[src/rtl/trig_stretch_pkg.sv]
package trig_stretch_pkg;
  // strobes the sequencing control hands to the trigger registers
  typedef struct packed {
    logic capture;  // load bus word into trigger registers
    logic clear;    // pulse interval elapsed, zero all triggers
  } ctrlStrobes_t;
endpackage

[src/rtl/trig_stretch_ctrl.sv]
module trig_stretch_ctrl
  import trig_stretch_pkg::*;
#(
  parameter int PULSE_CYCLES = 500000
) (
  input  logic         clk,
  input  logic         rstN,
  input  logic         stepAdv,
  input  logic         rdValid,
  output ctrlStrobes_t strb
);
  localparam int CNT_W = (PULSE_CYCLES > 1) ? $clog2(PULSE_CYCLES) : 1;
  localparam logic [CNT_W-1:0] LOAD_VAL = CNT_W'(PULSE_CYCLES - 1);

  logic             armed;
  logic             active;
  logic [CNT_W-1:0] remain;

  // first qualified bus cycle after a step advance is the capture point
  always_comb begin
    strb.capture = (armed | stepAdv) & rdValid;
    strb.clear   = active & (remain == '0) & ~strb.capture;
  end

  always_ff @(posedge clk or negedge rstN) begin
    if (!rstN) begin
      armed  <= 1'b0;
      active <= 1'b0;
      remain <= '0;
    end else begin
      if (strb.capture)  armed <= 1'b0;
      else if (stepAdv)  armed <= 1'b1;

      if (strb.capture) begin
        active <= 1'b1;
        remain <= LOAD_VAL;
      end else if (strb.clear) begin
        active <= 1'b0;
      end else if (active) begin
        remain <= remain - 1'b1;
      end
    end
  end
endmodule

[src/rtl/trig_stretch_dp.sv]
module trig_stretch_dp
  import trig_stretch_pkg::*;
#(
  parameter int CH = 7
) (
  input  logic          clk,
  input  logic          rstN,
  input  ctrlStrobes_t  strb,
  input  logic [CH-1:0] rdData,
  output logic [CH-1:0] trigOut
);
  for (genvar ch = 0; ch < CH; ch++) begin : g_chan
    always_ff @(posedge clk or negedge rstN) begin
      if (!rstN)              trigOut[ch] <= 1'b0;
      else if (strb.capture)  trigOut[ch] <= rdData[ch];
      else if (strb.clear)    trigOut[ch] <= 1'b0;
    end
  end
endmodule

[src/rtl/trig_stretch_top.sv]
module trig_stretch_top
  import trig_stretch_pkg::*;
#(
  parameter int CH            = 7,
  parameter int CLK_HZ        = 50000000,
  parameter int PULSE_RATE_HZ = 100
) (
  input  logic          clk,
  input  logic          rstN,
  input  logic          stepAdv,
  input  logic          rdValid,
  input  logic [CH-1:0] rdData,
  output logic [CH-1:0] trigOut
);
  localparam int PULSE_CYCLES = (CLK_HZ / PULSE_RATE_HZ > 0) ? CLK_HZ / PULSE_RATE_HZ : 1;

  ctrlStrobes_t strb;

  trig_stretch_ctrl #(.PULSE_CYCLES(PULSE_CYCLES)) ctrl_i (
    .clk(clk), .rstN(rstN), .stepAdv(stepAdv), .rdValid(rdValid), .strb(strb)
  );

  trig_stretch_dp #(.CH(CH)) dp_i (
    .clk(clk), .rstN(rstN), .strb(strb), .rdData(rdData), .trigOut(trigOut)
  );
endmodule

[config.mk]
export PLATFORM = sky130hd
export DESIGN_NAME = trig_stretch_top
export DESIGN_NICKNAME = d
export VERILOG_FILES = /design/src/rtl/trig_stretch_pkg.sv /design/src/rtl/trig_stretch_ctrl.sv /design/src/rtl/trig_stretch_dp.sv /design/src/rtl/trig_stretch_top.sv
export SDC_FILE = /design/constraint.sdc
export NUM_CORES = 1
export LEC_CHECK = 0
export BUFFER_PORTS_ARGS = -buffer_cell sky130_fd_sc_hd__buf_2
export CELL_PAD_IN_SITES_DETAIL_PLACEMENT = 1
export CELL_PAD_IN_SITES_GLOBAL_PLACEMENT = 2
export CORE_MARGIN = 5
export CORE_UTILIZATION = 39
export DETAILED_ROUTE_END_ITERATION = 10
export GPL_ROUTABILITY_DRIVEN = 1
export HOLD_SLACK_MARGIN = 0.06
export MAX_ROUTING_LAYER = met4
export PLACE_DENSITY = 0.85
export RECOVER_POWER = 100
export SYNTH_ARGS = -nofsm -noshare
export SYNTH_HDL_FRONTEND = slang
export SYNTH_HIERARCHICAL = 1
export SYNTH_SLANG_ARGS = --single-unit
[constraint.sdc]
create_clock -name clk -period 5.6 [get_ports clk]
set_input_delay 1.12 -clock clk [delete_from_list [all_inputs] [get_ports clk]]
set_output_delay 1.12 -clock clk [all_outputs]
set_load 0.02 [all_outputs]
After elaboration in Yosys (flattened, before gate mapping)
Cells that the tools add are included.
{"block": "word_totals", "register_bits": 28, "input_bits": 11, "out_inout_bits": 7}
{"block": "classes", "n_addsub": 1, "n_eq_ne": 1, "n_mux": 14, "bitwise_logic": 5, "n_reduce_logical": 5}
{"op": "two-way mux 19 bit", "n": 3}
{"op": "zero test 19 bit", "n": 1}
{"op": "subtractor 19 x 1 -> 19 bit (second input constant)", "n": 1}
{"op": "two-way mux 1 bit", "n": 11}
{"op": "nonzero test 2 bit", "n": 3}
{"op": "AND 1 bit", "n": 3}
{"op": "!= test 2 x 1 -> 1 bit (second input constant)", "n": 1}
{"op": "AND reduction 2 bit", "n": 1}
{"op": "NOT 1 bit", "n": 1}
{"op": "bitwise OR 1 bit", "n": 1}

Logic depth before layout (Yosys ltp)
{"block": "depth", "depth_word": 6, "ltp_mapped": 8, "mapped_depth_nobuf": 8}

Modules after synthesis
The synthesis kept the hierarchy.
{"mod": "trig_stretch_ctrl", "instances": 1, "cells_per_inst": 128, "area_each_um2": 1213.7, "seq_area_each_um2": 525.5}
{"mod": "trig_stretch_dp", "instances": 1, "cells_per_inst": 16, "area_each_um2": 267.8, "seq_area_each_um2": 175.2}

Worst setup path before layout
OpenSTA, ideal clock, no wires.
{"block": "synth_timing", "path_type": "input to register", "startpoint": "in stepAdv", "endpoint": "reg dp_i.trigOut[0]", "arrival_time_ns": 2.321, "path_slack_ns": 3.158, "path_stages": 5, "n_path_buf": 0, "cell_sequence": "o21ai_0 inv_1 nor4_1 nor2_8 a22o_1"}
{"element": "from (decl)", "line": "trig_stretch_top.sv:10", "source": "input logic stepAdv,"}
{"element": "to (signal, indexed assignment)", "line": "trig_stretch_dp.sv:15", "source": "else if (strb.capture) trigOut[ch] <= rdData[ch];"}
{"element": "to (decl)", "line": "trig_stretch_dp.sv:10", "source": "output logic [CH-1:0] trigOut"}

==> tab_implementation.tex <==
\begin{tabular}{lr}
\hline
Metric & Value \\
\hline
\multicolumn{2}{l}{\textbf{Setup path}} \\
Critical-path maximum fanout & 20 \\
Cell at the slowest stage of the critical path & nor4\_1 \\
Worst stage delay on the critical path & 0.78 ns \\
Path type of the worst setup path & primary input to register \\
Kind of launch point of the worst setup path & primary input \\
Req. time, crit path & 5.76 ns \\
Crit path arrival time & between 3 and 4 ns \\
Type of destination of the critical path & register \\
Cell-by-cell listing of the critical path & buf\_2, o21ai\_0, clkbuf\_1, inv\_1, nor4\_1, nor2\_8, a22o\_1 \\
\multicolumn{2}{l}{\textbf{Yosys}} \\
Share of Yosys cell area claimed by the top area cell type & between 40\% and 50\% \\
Leading cell type by number of instances after synthesis & dfrtp\_1 \\
Cells after synthesis & $\sim$140 \\
Sequential area share after synthesis & a little under half \\
Post-synth top area cell & dfrtp\_1 \\
Post-Syn Area & between 1000 and 1500 µm² \\
Number of flops mapped to enable cells by yosys & 0 \\
Ranking of synthesized cells by area & dfrtp\_1, mux2i\_1, a22o\_1, nand2\_1, nor2\_1 \\
Mean post-synth cell area & 10.29 µm² \\
Yosys reg bits & 28 \\
Most used DFF post-synth & dfrtp\_1 \\
Number of different library cells in the post-synthesis netlist & 36 \\
Post-synth top cells & dfrtp\_1, nand2\_1, nor2\_1 \\
Nets in the synthesized netlist & 156 \\
Synthesis Warnings & 6 \\
Share of async-settable or async-resettable flops after synthesis & 100.0\% \\
\multicolumn{2}{l}{\textbf{Floorplan}} \\
Initial Util & 40.46\% \\
FP Rows & 22 \\
Width of the die & about 70 µm \\
Core Footprint & roughly 3700 µm² \\
Die H & $\sim$72 µm \\
Number of top-level pins & 18 \\
Area of the die & between 5000 and 6000 µm² \\
\multicolumn{2}{l}{\textbf{Power}} \\
Worst IR drop on VDD & 0.1514 mV \\
Power density over the cells & 252.7 nW/µm² \\
Static power due to leakage & approximately 0.00064 µW \\
\multicolumn{2}{l}{\textbf{Final layout}} \\
Final cell utilization of the core & around 45\% \\
Storage cell area & around 700 µm² \\
Nets@finish & 174 \\
Fraction of layout cells with a size suffix above 1 & between 10 and 15\% \\
Total non-filler cell area in the finished layout & 1633 µm² \\
Number of fillers in the final layout & between 400 and 500 \\
Count of inserted antenna diode cells & 0 \\
Area growth from synthesis to layout & 10.22\% \\
Footprint of the multi-input gates & about 700 µm² \\
\multicolumn{2}{l}{\textbf{Global routing}} \\
Met2 Use GR & between 20\% and 30\% \\
Global Route met1 Usage & approximately a fifth \\
Vias in the first global route & roughly 1.3k \\
Maximum number of pins on one net before global-route repair & 29 \\
GRT Overall Usage & between 10 and 15\% \\
Busiest layer in global routing & met2 \\
Overall overflow remaining after global route & 0 \\
Initial antenna violation count & 0 \\
Met3 track demand over resource & around 2.9\% \\
Global-route wire length before repair & $\sim$6000 µm \\
\multicolumn{2}{l}{\textbf{STA}} \\
Final Hold Viols & 0 \\
Final number of max-transition violations & 29 \\
Final clock period utilization by the worst path & roughly 54\% \\
Worst clock skew & 0.01443 ns \\
Worst rel slew slack & -2.100\% \\
Worst hold margin & approximately 0.51 ns \\
Endpoints failing setup & 0 \\
Setup repair after global routing missed its margin & no \\
Max Clock Freq & around 0.33 GHz \\
Final setup TNS & 0 ns \\
Transition time of the tightest slew-check pin & approximately 1.5 ns \\
Clock period minus worst slack & $\sim$3.0 ns \\
\multicolumn{2}{l}{\textbf{Clock network}} \\
TritonCTS clock tree & yes \\
Hold bufs inserted after CTS & 0 \\
Clock slew at the register clock pins of the worst setup and hold paths & 0.09 ns \\
Cells resized by post-CTS repair & 0 \\
Number of buffers created by CTS & 3 \\
Root Buffer Master & clkbuf\_8 \\
Insertion delay of the later-clocked pin in the worst-skew pair & between 0.2 and 0.3 ns \\
Sinks on Clock Net & 28 \\
H-tree Lvls & 1 \\
Longest Clk Path Bufs & 2 \\
Setup repair bufs after CTS & 0 \\
\multicolumn{2}{l}{\textbf{Detailed routing}} \\
Detail-routed via count per cell & 5.574 \\
Final routed DRC violation total & 0 \\
Number of routed nets with antenna violations & 0 \\
Vias post-DR & about 1.2k \\
Routed wire length & 3424 µm \\
Average routed wire per standard cell & 16.38 µm \\
Detailed router's first-iteration violation count & 44 \\
1st-pass router iterations & 4 \\
\multicolumn{2}{l}{\textbf{Status}} \\
Violated checks & max-capacitance violations, max-slew violations \\
Result of the run & complete, but fails checks \\
\multicolumn{2}{l}{\textbf{Place}} \\
Cell area after placement & approximately 1600 µm² \\
Number of port buffers & 17 \\
Global placer's final weighted congestion & slightly above 0.7 \\
Final HPWL DP & between 2000 and 2500 µm \\
\multicolumn{2}{l}{\textbf{Run}} \\
Max-cap violation count & 1 \\
\multicolumn{2}{l}{\textbf{Hold path}} \\
Kind of path behind the tightest hold check & register to register \\
\hline
\end{tabular}
## final timing paths
check                                         startpoint                       endpoint  slack, ns  cells after the start
max                                              stepAdv    dp_i/trigOut[3]$_DFFE_PN0P_       2.55                      7
min                          dp_i/trigOut[0]$_DFFE_PN0P_    dp_i/trigOut[0]$_DFFE_PN0P_       0.51                      1
max reg2reg                ctrl_i/remain[10]$_DFFE_PN0P_      ctrl_i/active$_DFFE_PN0P_       2.63                      4
min reg2reg                  dp_i/trigOut[0]$_DFFE_PN0P_    dp_i/trigOut[0]$_DFFE_PN0P_       0.51                      1
max in group asynchronous                           rstN   ctrl_i/remain[6]$_DFFE_PN0P_       3.50                      1
min in group asynchronous                           rstN  ctrl_i/remain[10]$_DFFE_PN0P_       1.20                      1
## flip-flops by register name, indices dropped and copies added, names as in the netlist
name           flops
ctrl_i/remain     19
ctrl_i/active      1
ctrl_i/armed       1
dp_i/trigOut       7
## per-stage QoR
stage / setup slack, ns / std cells / total power [µW]
2_1_floorplan: 3.158 / 144 / 270.1
3_3_place_gp: 2.869 / 205 / 291.5
3_5_place_dp: 2.751 / 205 / 294.5
4_1_cts: 3.042 / 209 / 423.3
5_1_grt: 2.347 / 209 / 437.7
6_report: 2.554 / 209 / 412.7
## cell usage in the layout (no fill, tap or decap)
master and n:
dfrtp_1 28, nand2_1 13, nor2_1 12, mux2i_1 9
clkbuf_1 9, buf_2 9, a22o_1 7, o21ai_0 6
a21oi_1 6, inv_1 5, clkbuf_8 4, or4_1 4
or3_1 4, o31ai_1 4, nand2b_1 4, a2111oi_0 4
and2_1 4, or2_2 3, nor3_1 3, a211oi_1 3
or4_4 2, nor4_1 2, nand3_1 2, a2111o_1 2
or4b_1 1, nor4b_1 1, o211ai_1 1, nor3_2 1
a21o_1 1, nor2b_1 1, a221o_1 1, mux2_2 1
o31a_1 1, ha_1 1, nor2_8 1, buf_4 1
## kinds of logic (layout without fill, tap and decap cells)
| family | Yosys count | count (layout) | share of synthesized area, % |
|---|---|---|---|
| AND/OR/NAND/NOR | 58 | 58 | 22.80 |
| AO/OA/AOI/OAI | 36 | 36 | 18.75 |
| flip-flops | 28 | 28 | 47.30 |
| buffers and inverters | 11 | 28 | 3.463 |
| multiplexers | 10 | 10 | 6.841 |
| adder cells (fa/ha/maj) | 1 | 1 | 0.8445 |
## where the power goes
part	leakage, µW	switching [µW]	total (µW)	internal, µW
clock	0.0000288	62.9	126	62.9
sequential	0.000321	11.9	228	216
combinational	0.000288	35.3	58.8	23.4
## critical path: cells and delay by family
family	cells	cell delay, ns
AOI/OAI and AO/OA	2	0.37
buffers and inverters	3	0.87
and+or+nand+nor	2	0.84
## metal layers
| layer | part of all wire, % | wire length, µm |
|---|---|---|
| met1 | 47 | 1600 |
| met2 | 51 | 1735 |
| met3 | 1.9 | 66 |
| met4 | 0.64 | 22 |
| met5 | 0 | 0 |
## cell type report
class	count	area share [%]
inverter	5	1.149
tap	48	3.678
multi-input combinational	105	43.60
timing repair buffer	19	5.287
clock buffer	4	3.372
sequential	28	42.91
Power figures use the tool's default switching activity.
